File: config.mk
export PLATFORM = sky130hd
export DESIGN_NAME = mcr_rate_detect
export DESIGN_NICKNAME = d
export VERILOG_FILES = /design/src/rtl/mcr_pkg.sv /design/src/rtl/mcr_period_counter.sv /design/src/rtl/mcr_classifier.sv /design/src/rtl/mcr_lock_tracker.sv /design/src/rtl/mcr_rate_detect.sv
export SDC_FILE = /design/constraint.sdc
export NUM_CORES = 1
export LEC_CHECK = 0
export ABC_AREA = 1
export BUFFER_PORTS_ARGS = -buffer_cell sky130_fd_sc_hd__buf_4
export CAP_MARGIN = 20
export CORE_MARGIN = 4
export CORE_UTILIZATION = 40
export CTS_BUF_LIST = sky130_fd_sc_hd__clkbuf_8
export DETAILED_ROUTE_END_ITERATION = 16
export PLACE_DENSITY_LB_ADDON = 0.08
export SYNTH_ARGS = -nofsm -noshare
export SYNTH_HDL_FRONTEND = slang
export SYNTH_HIERARCHICAL = 1
export SYNTH_SLANG_ARGS = --single-unit
File: constraint.sdc
create_clock -name clk_i -period 2.5 [get_ports clk_i]
set_clock_uncertainty 0.2 [all_clocks]
set_input_delay 0.375 -clock clk_i [delete_from_list [all_inputs] [get_ports clk_i]]
set_output_delay 0.375 -clock clk_i [all_outputs]
set_load 0.005 [all_outputs]
File: src/rtl/mcr_pkg.sv
package mcr_pkg;

  localparam int NUM_RATES = 4;
  localparam int RATE_W    = $clog2(NUM_RATES);

  typedef enum logic [RATE_W-1:0] {
    RATE_1M5   = 2'd0,
    RATE_2M048 = 2'd1,
    RATE_4M096 = 2'd2,
    RATE_8M192 = 2'd3
  } rate_e;

  // Lowest nominal count per frame for a class index.
  function automatic int nom_lo(input int idx);
    return (idx == 0) ? 192 : (256 << (idx - 1));
  endfunction

  // Highest nominal count per frame for a class index.
  function automatic int nom_hi(input int idx);
    return (idx == 0) ? 193 : (256 << (idx - 1));
  endfunction

endpackage

File: src/rtl/mcr_period_counter.sv
module mcr_period_counter #(
  parameter int CNT_W = 11
) (
  input  logic             clk_i,
  input  logic             rst_ni,
  input  logic             strobe_i,
  output logic             meas_valid_o,
  output logic [CNT_W-1:0] meas_count_o
);

  localparam logic [CNT_W-1:0] CNT_MAX = {CNT_W{1'b1}};

  logic             strobe_d_q;
  logic             armed_q;
  logic [CNT_W-1:0] cnt_q;
  logic             rise;

  assign rise = strobe_i & ~strobe_d_q;

  always_ff @(posedge clk_i or negedge rst_ni) begin
    if (!rst_ni) begin
      strobe_d_q <= 1'b0;
      armed_q    <= 1'b0;
      cnt_q      <= '0;
    end else begin
      strobe_d_q <= strobe_i;
      if (rise) begin
        armed_q <= 1'b1;
        cnt_q   <= CNT_W'(1);
      end else if (cnt_q != CNT_MAX) begin
        cnt_q <= cnt_q + CNT_W'(1);
      end
    end
  end

  // A measurement closes on every rising edge except the first one after reset.
  assign meas_valid_o = rise & armed_q;
  assign meas_count_o = cnt_q;

  AST_CNT_HOLDS_AT_MAX: assert property (@(posedge clk_i) disable iff (!rst_ni)
    (cnt_q == CNT_MAX && !rise) |=> (cnt_q == CNT_MAX));

  AST_LEVEL_NOT_EDGE: assert property (@(posedge clk_i) disable iff (!rst_ni)
    (strobe_i && strobe_d_q) |-> !meas_valid_o);

endmodule

File: src/rtl/mcr_classifier.sv
module mcr_classifier
  import mcr_pkg::*;
#(
  parameter int CNT_W = 11,
  parameter int TOL   = 2
) (
  input  logic              clk_i,
  input  logic              rst_ni,
  input  logic [CNT_W-1:0]  count_i,
  output logic              hit_any_o,
  output logic [RATE_W-1:0] code_o
);

  logic [NUM_RATES-1:0] hit;

  for (genvar g = 0; g < NUM_RATES; g++) begin : g_class
    localparam int LO = nom_lo(g) - TOL;
    localparam int HI = nom_hi(g) + TOL;
    assign hit[g] = (int'(count_i) >= LO) && (int'(count_i) <= HI);
  end

  always_comb begin
    code_o = '0;
    for (int i = 0; i < NUM_RATES; i++) begin
      if (hit[i]) code_o = RATE_W'(i);
    end
  end

  assign hit_any_o = |hit;

  AST_ONE_CLASS_AT_MOST: assert property (@(posedge clk_i) disable iff (!rst_ni)
    $onehot0(hit));

endmodule

File: src/rtl/mcr_lock_tracker.sv
module mcr_lock_tracker
  import mcr_pkg::*;
(
  input  logic              clk_i,
  input  logic              rst_ni,
  input  logic              meas_valid_i,
  input  logic              hit_any_i,
  input  logic [RATE_W-1:0] code_i,
  output logic              lock_o,
  output logic [RATE_W-1:0] rate_o
);

  logic              lock_q;
  logic              have_prev_q;
  logic [RATE_W-1:0] prev_q;
  logic [RATE_W-1:0] rate_q;

  always_ff @(posedge clk_i or negedge rst_ni) begin
    if (!rst_ni) begin
      lock_q      <= 1'b0;
      have_prev_q <= 1'b0;
      prev_q      <= '0;
      rate_q      <= '0;
    end else if (meas_valid_i) begin
      if (!hit_any_i) begin
        lock_q      <= 1'b0;
        have_prev_q <= 1'b0;
      end else if (have_prev_q && (prev_q == code_i)) begin
        lock_q <= 1'b1;
        rate_q <= code_i;
      end else begin
        lock_q      <= 1'b0;
        have_prev_q <= 1'b1;
        prev_q      <= code_i;
      end
    end
  end

  assign lock_o = lock_q;
  assign rate_o = lock_q ? rate_q : '0;

  AST_HOLD_BETWEEN_EDGES: assert property (@(posedge clk_i) disable iff (!rst_ni)
    !$past(meas_valid_i) |-> ($stable(lock_o) && $stable(rate_o)));

  AST_MISS_DROPS_LOCK: assert property (@(posedge clk_i) disable iff (!rst_ni)
    (meas_valid_i && !hit_any_i) |=> !lock_o);

  AST_LOCK_AFTER_MATCH: assert property (@(posedge clk_i) disable iff (!rst_ni)
    $rose(lock_o) |-> $past(meas_valid_i && hit_any_i));

endmodule

File: src/rtl/mcr_rate_detect.sv
module mcr_rate_detect
  import mcr_pkg::*;
#(
  parameter int CNT_W = 11,
  parameter int TOL   = 2
) (
  input  logic              clk_i,
  input  logic              rst_ni,
  input  logic              frame_strobe_i,
  output logic [RATE_W-1:0] rate_code_o,
  output logic              rate_lock_o
);

  logic              meas_valid;
  logic [CNT_W-1:0]  meas_count;
  logic              hit_any;
  logic [RATE_W-1:0] hit_code;

  mcr_period_counter #(.CNT_W(CNT_W)) i_counter (
    .clk_i        (clk_i),
    .rst_ni       (rst_ni),
    .strobe_i     (frame_strobe_i),
    .meas_valid_o (meas_valid),
    .meas_count_o (meas_count)
  );

  mcr_classifier #(.CNT_W(CNT_W), .TOL(TOL)) i_classifier (
    .clk_i     (clk_i),
    .rst_ni    (rst_ni),
    .count_i   (meas_count),
    .hit_any_o (hit_any),
    .code_o    (hit_code)
  );

  mcr_lock_tracker i_lock (
    .clk_i        (clk_i),
    .rst_ni       (rst_ni),
    .meas_valid_i (meas_valid),
    .hit_any_i    (hit_any),
    .code_i       (hit_code),
    .lock_o       (rate_lock_o),
    .rate_o       (rate_code_o)
  );

  AST_CODE_ZERO_UNLOCKED: assert property (@(posedge clk_i) disable iff (!rst_ni)
    !rate_lock_o |-> (rate_code_o == '0));

endmodule

==> out/qor.yml <==
viasPerCell: 5.23
rsz0062_at_grt: "false"
fin_nets: 188
drive_above_1_share_pct: 18.6
insertion_delay_ns: 0.26
slew-limit-headroom_pct: 79.6
grt_max_degree: 20
wl_met1_um: 1260
synth_largest_area_cell: "dfrtp_1"
remaining_drc_errors: 0
maxCapViolations: 0
synth_top_cell_area_share_pct: 39.0
yosysWarningCount: 6
drt-initial-drc-count: 63
wl_met3_um: 99
top_layer_used: "met4"
cts_buffers: 3
core_area_um2: 2830
total_leakage_power_nw: 0.709
cp.buffers_inverters: 1
cts_resized: 0
required_ns: 2.45
hold_violations: 0
die_w_um: 63.2
grt_usage_pct: 13.7
final_util_pct: 47.9
yosys-top-cells-area: "dfrtp_1 (39%), nand2_1 (15%), nand3_1 (8.2%), inv_1 (6.5%), nor2_1 (5.2%)"
routedWlPerCell_um: 11.8
worstPathCellList: "nor2_2, nand2_2, nor2_2, nand2_1, nand3_1, nand2_2, nand3_1, inv_2, nand2_2, nand2_2, nor2_2, nand3_2, nand2_1, nand2_1"
synth_ff_type: "dfrtp_1"
cp_data_arrival_time_ns: 1.96
antenna_found_initial: 0
syn-cell-area_um2: 1220
tightest_slew_ns: 0.306
cts_buffer_depth: 2
fill_cells: 288
crit_family: "simple AND/OR/NAND/NOR gates"
cpMostUsedCell: "nand2_2"
clk_pin_slew_ns: 0.07
dpl.cell_count: 209
period_needed_ns: 2.01
syn_inst: 173
hp-class: "in2reg"
dp_hpwl_um: 1890
wirelength_um: 2530
ios: 6
overflow: 0
cts_tree: "yes"
synth-seq-area-share_pct: 39.0
rows: 19
instances_no_fill: 214
cts_root_buffer: "clkbuf_8"
peakVddDrop_v: 0.000470
htree_levels: 1
fmax_ghz: 0.498
yosysMostFrequentCell: "nand2_1"
status: "completed"
ys_async_sr_fraction_pct: 100
synth-edff-count: 0
num_vias: 1119
clock_sink_count: 19
fin_setup_tns_ns: 0
synth_common_cells: "nand2_1 (48), inv_1 (21), nand3_1 (20)"
crit_slowest_cell: "dfrtp_1"
crit_fanout: 9
area_growth_syn_to_layout_pct: 11.1
postCtsSetupRepairBufs: 0
die_h_um: 63.2
start_kind: "flop"
die_area_um2: 4000
port_buffers: 5
hold_buffers: 1
grt_pass1_wl_um: 4330
wl_met2_um: 1120
routabilityCongestion: 0.788
finalCritPeriodShare_pct: 80.4
end_kind: "flop"
syn_area_per_cell_um2: 7.05
initial_core_util_pct: 43.1
power_density_nw_per_um2: 616
ys_ff_latch: 19
ys_types: 26
maxSlewViolCount: 0
ant_nets: 0
postSynthNetCount: 177
dr.pass1.iters: 4
grt_pass1_vias: 1004
antennaDiodeCount: 0
setup_violations: 0
max_stage_delay_ns: 0.48
critical_path_class: "reg2reg"
-- final timing paths --
kind                                                 from                         to  slack (ns)  cells past startpoint
worst min-delay path                       frame_strobe_i       i_counter/strobe_d_q        0.03                      1
worst min register to register          i_counter/armed_q          i_counter/armed_q        0.26                      2
worst max-delay path            i_counter/meas_count_o[6]           i_lock/rate_q[0]        0.49                     14
max in group asynchronous                          rst_ni           i_lock/rate_q[0]        1.56                      2
min in group asynchronous                          rst_ni  i_counter/meas_count_o[7]        0.33                      2
worst max register to register  i_counter/meas_count_o[6]           i_lock/rate_q[0]        0.49                     14
-- report_power, final --
group / total (mW) / internal (mW) / switching, mW
sequential: 0.414 / 0.346 / 0.0683
combinational: 0.203 / 0.0778 / 0.125
clock: 0.217 / 0.111 / 0.106
-- kinds of logic after synthesis --
kind of cell,synth area share (%)
AOI/OAI and AO/OA,6.97
xor gates and xnor gates,0.718
muxes,0.923
adders and majority gates,1.03
and+or+nand+nor,42.9
buffers and inverters,8.51
DFF,39.0
-- per-layer routing --
| metal | vias to the layer above | track usage [%] |
|---|---|---|
| li1 | 572 | - |
| met1 | 520 | 17.6 |
| met2 | 22 | 22.1 |
| met3 | 5 | 2.31 |
| met4 | 0 | 7.28 |
| met5 | - | 0 |
-- area by class of cell --
type | instances | area (um^2) | share of cell area [%]
multi-input cells | 127 | 641 | 47.3
flip-flops and latches | 19 | 475 | 35.1
inverters | 26 | 98.8 | 7.29
repair buffers | 7 | 55.1 | 4.06
clock buffers | 3 | 41.3 | 3.05
well taps | 31 | 38.8 | 2.86
clock inverters | 1 | 5.00 | 0.369
-- per-stage QoR --
stage / cell area [um^2] / hold slack, ns / total power, mW / setup WS, ns
after global routing: 1360 / 0.0227 / 0.886 / 0.317
after floorplan: 1220 / -0.121 / 0.559 / 0.710
after CTS: 1360 / 0.0260 / 0.838 / 0.501
after global placement: 1300 / 0.0630 / 0.615 / 0.577
final: 1360 / 0.0298 / 0.834 / 0.491
after detailed placement: 1300 / 0.0676 / 0.621 / 0.517
-- layout by cell type, fill, tap and decap left out, types with 2 or more instances in the layout --
cell type,count
nand2_1,48
nand3_1,20
nor2_2,7
nand3_2,2
nand2_2,6
clkinv_2,2
nor2_1,17
nor3_1,2
o21ai_0,7
buf_4,6
a31oi_1,3
inv_1,21
inv_2,4
clkbuf_8,3
dfrtp_1,19
nand4_1,4
-- registers in the layout, summed over array words and instances (netlist names) --
name and count:
i_counter/meas_count_o 11, i_lock/lock_o 1, i_lock/rate_q 2, i_counter/armed_q 1, i_counter/strobe_d_q 1, i_lock/have_prev_q 1
i_lock/prev_q 2
No activity file was read; power rests on OpenSTA's default activity.
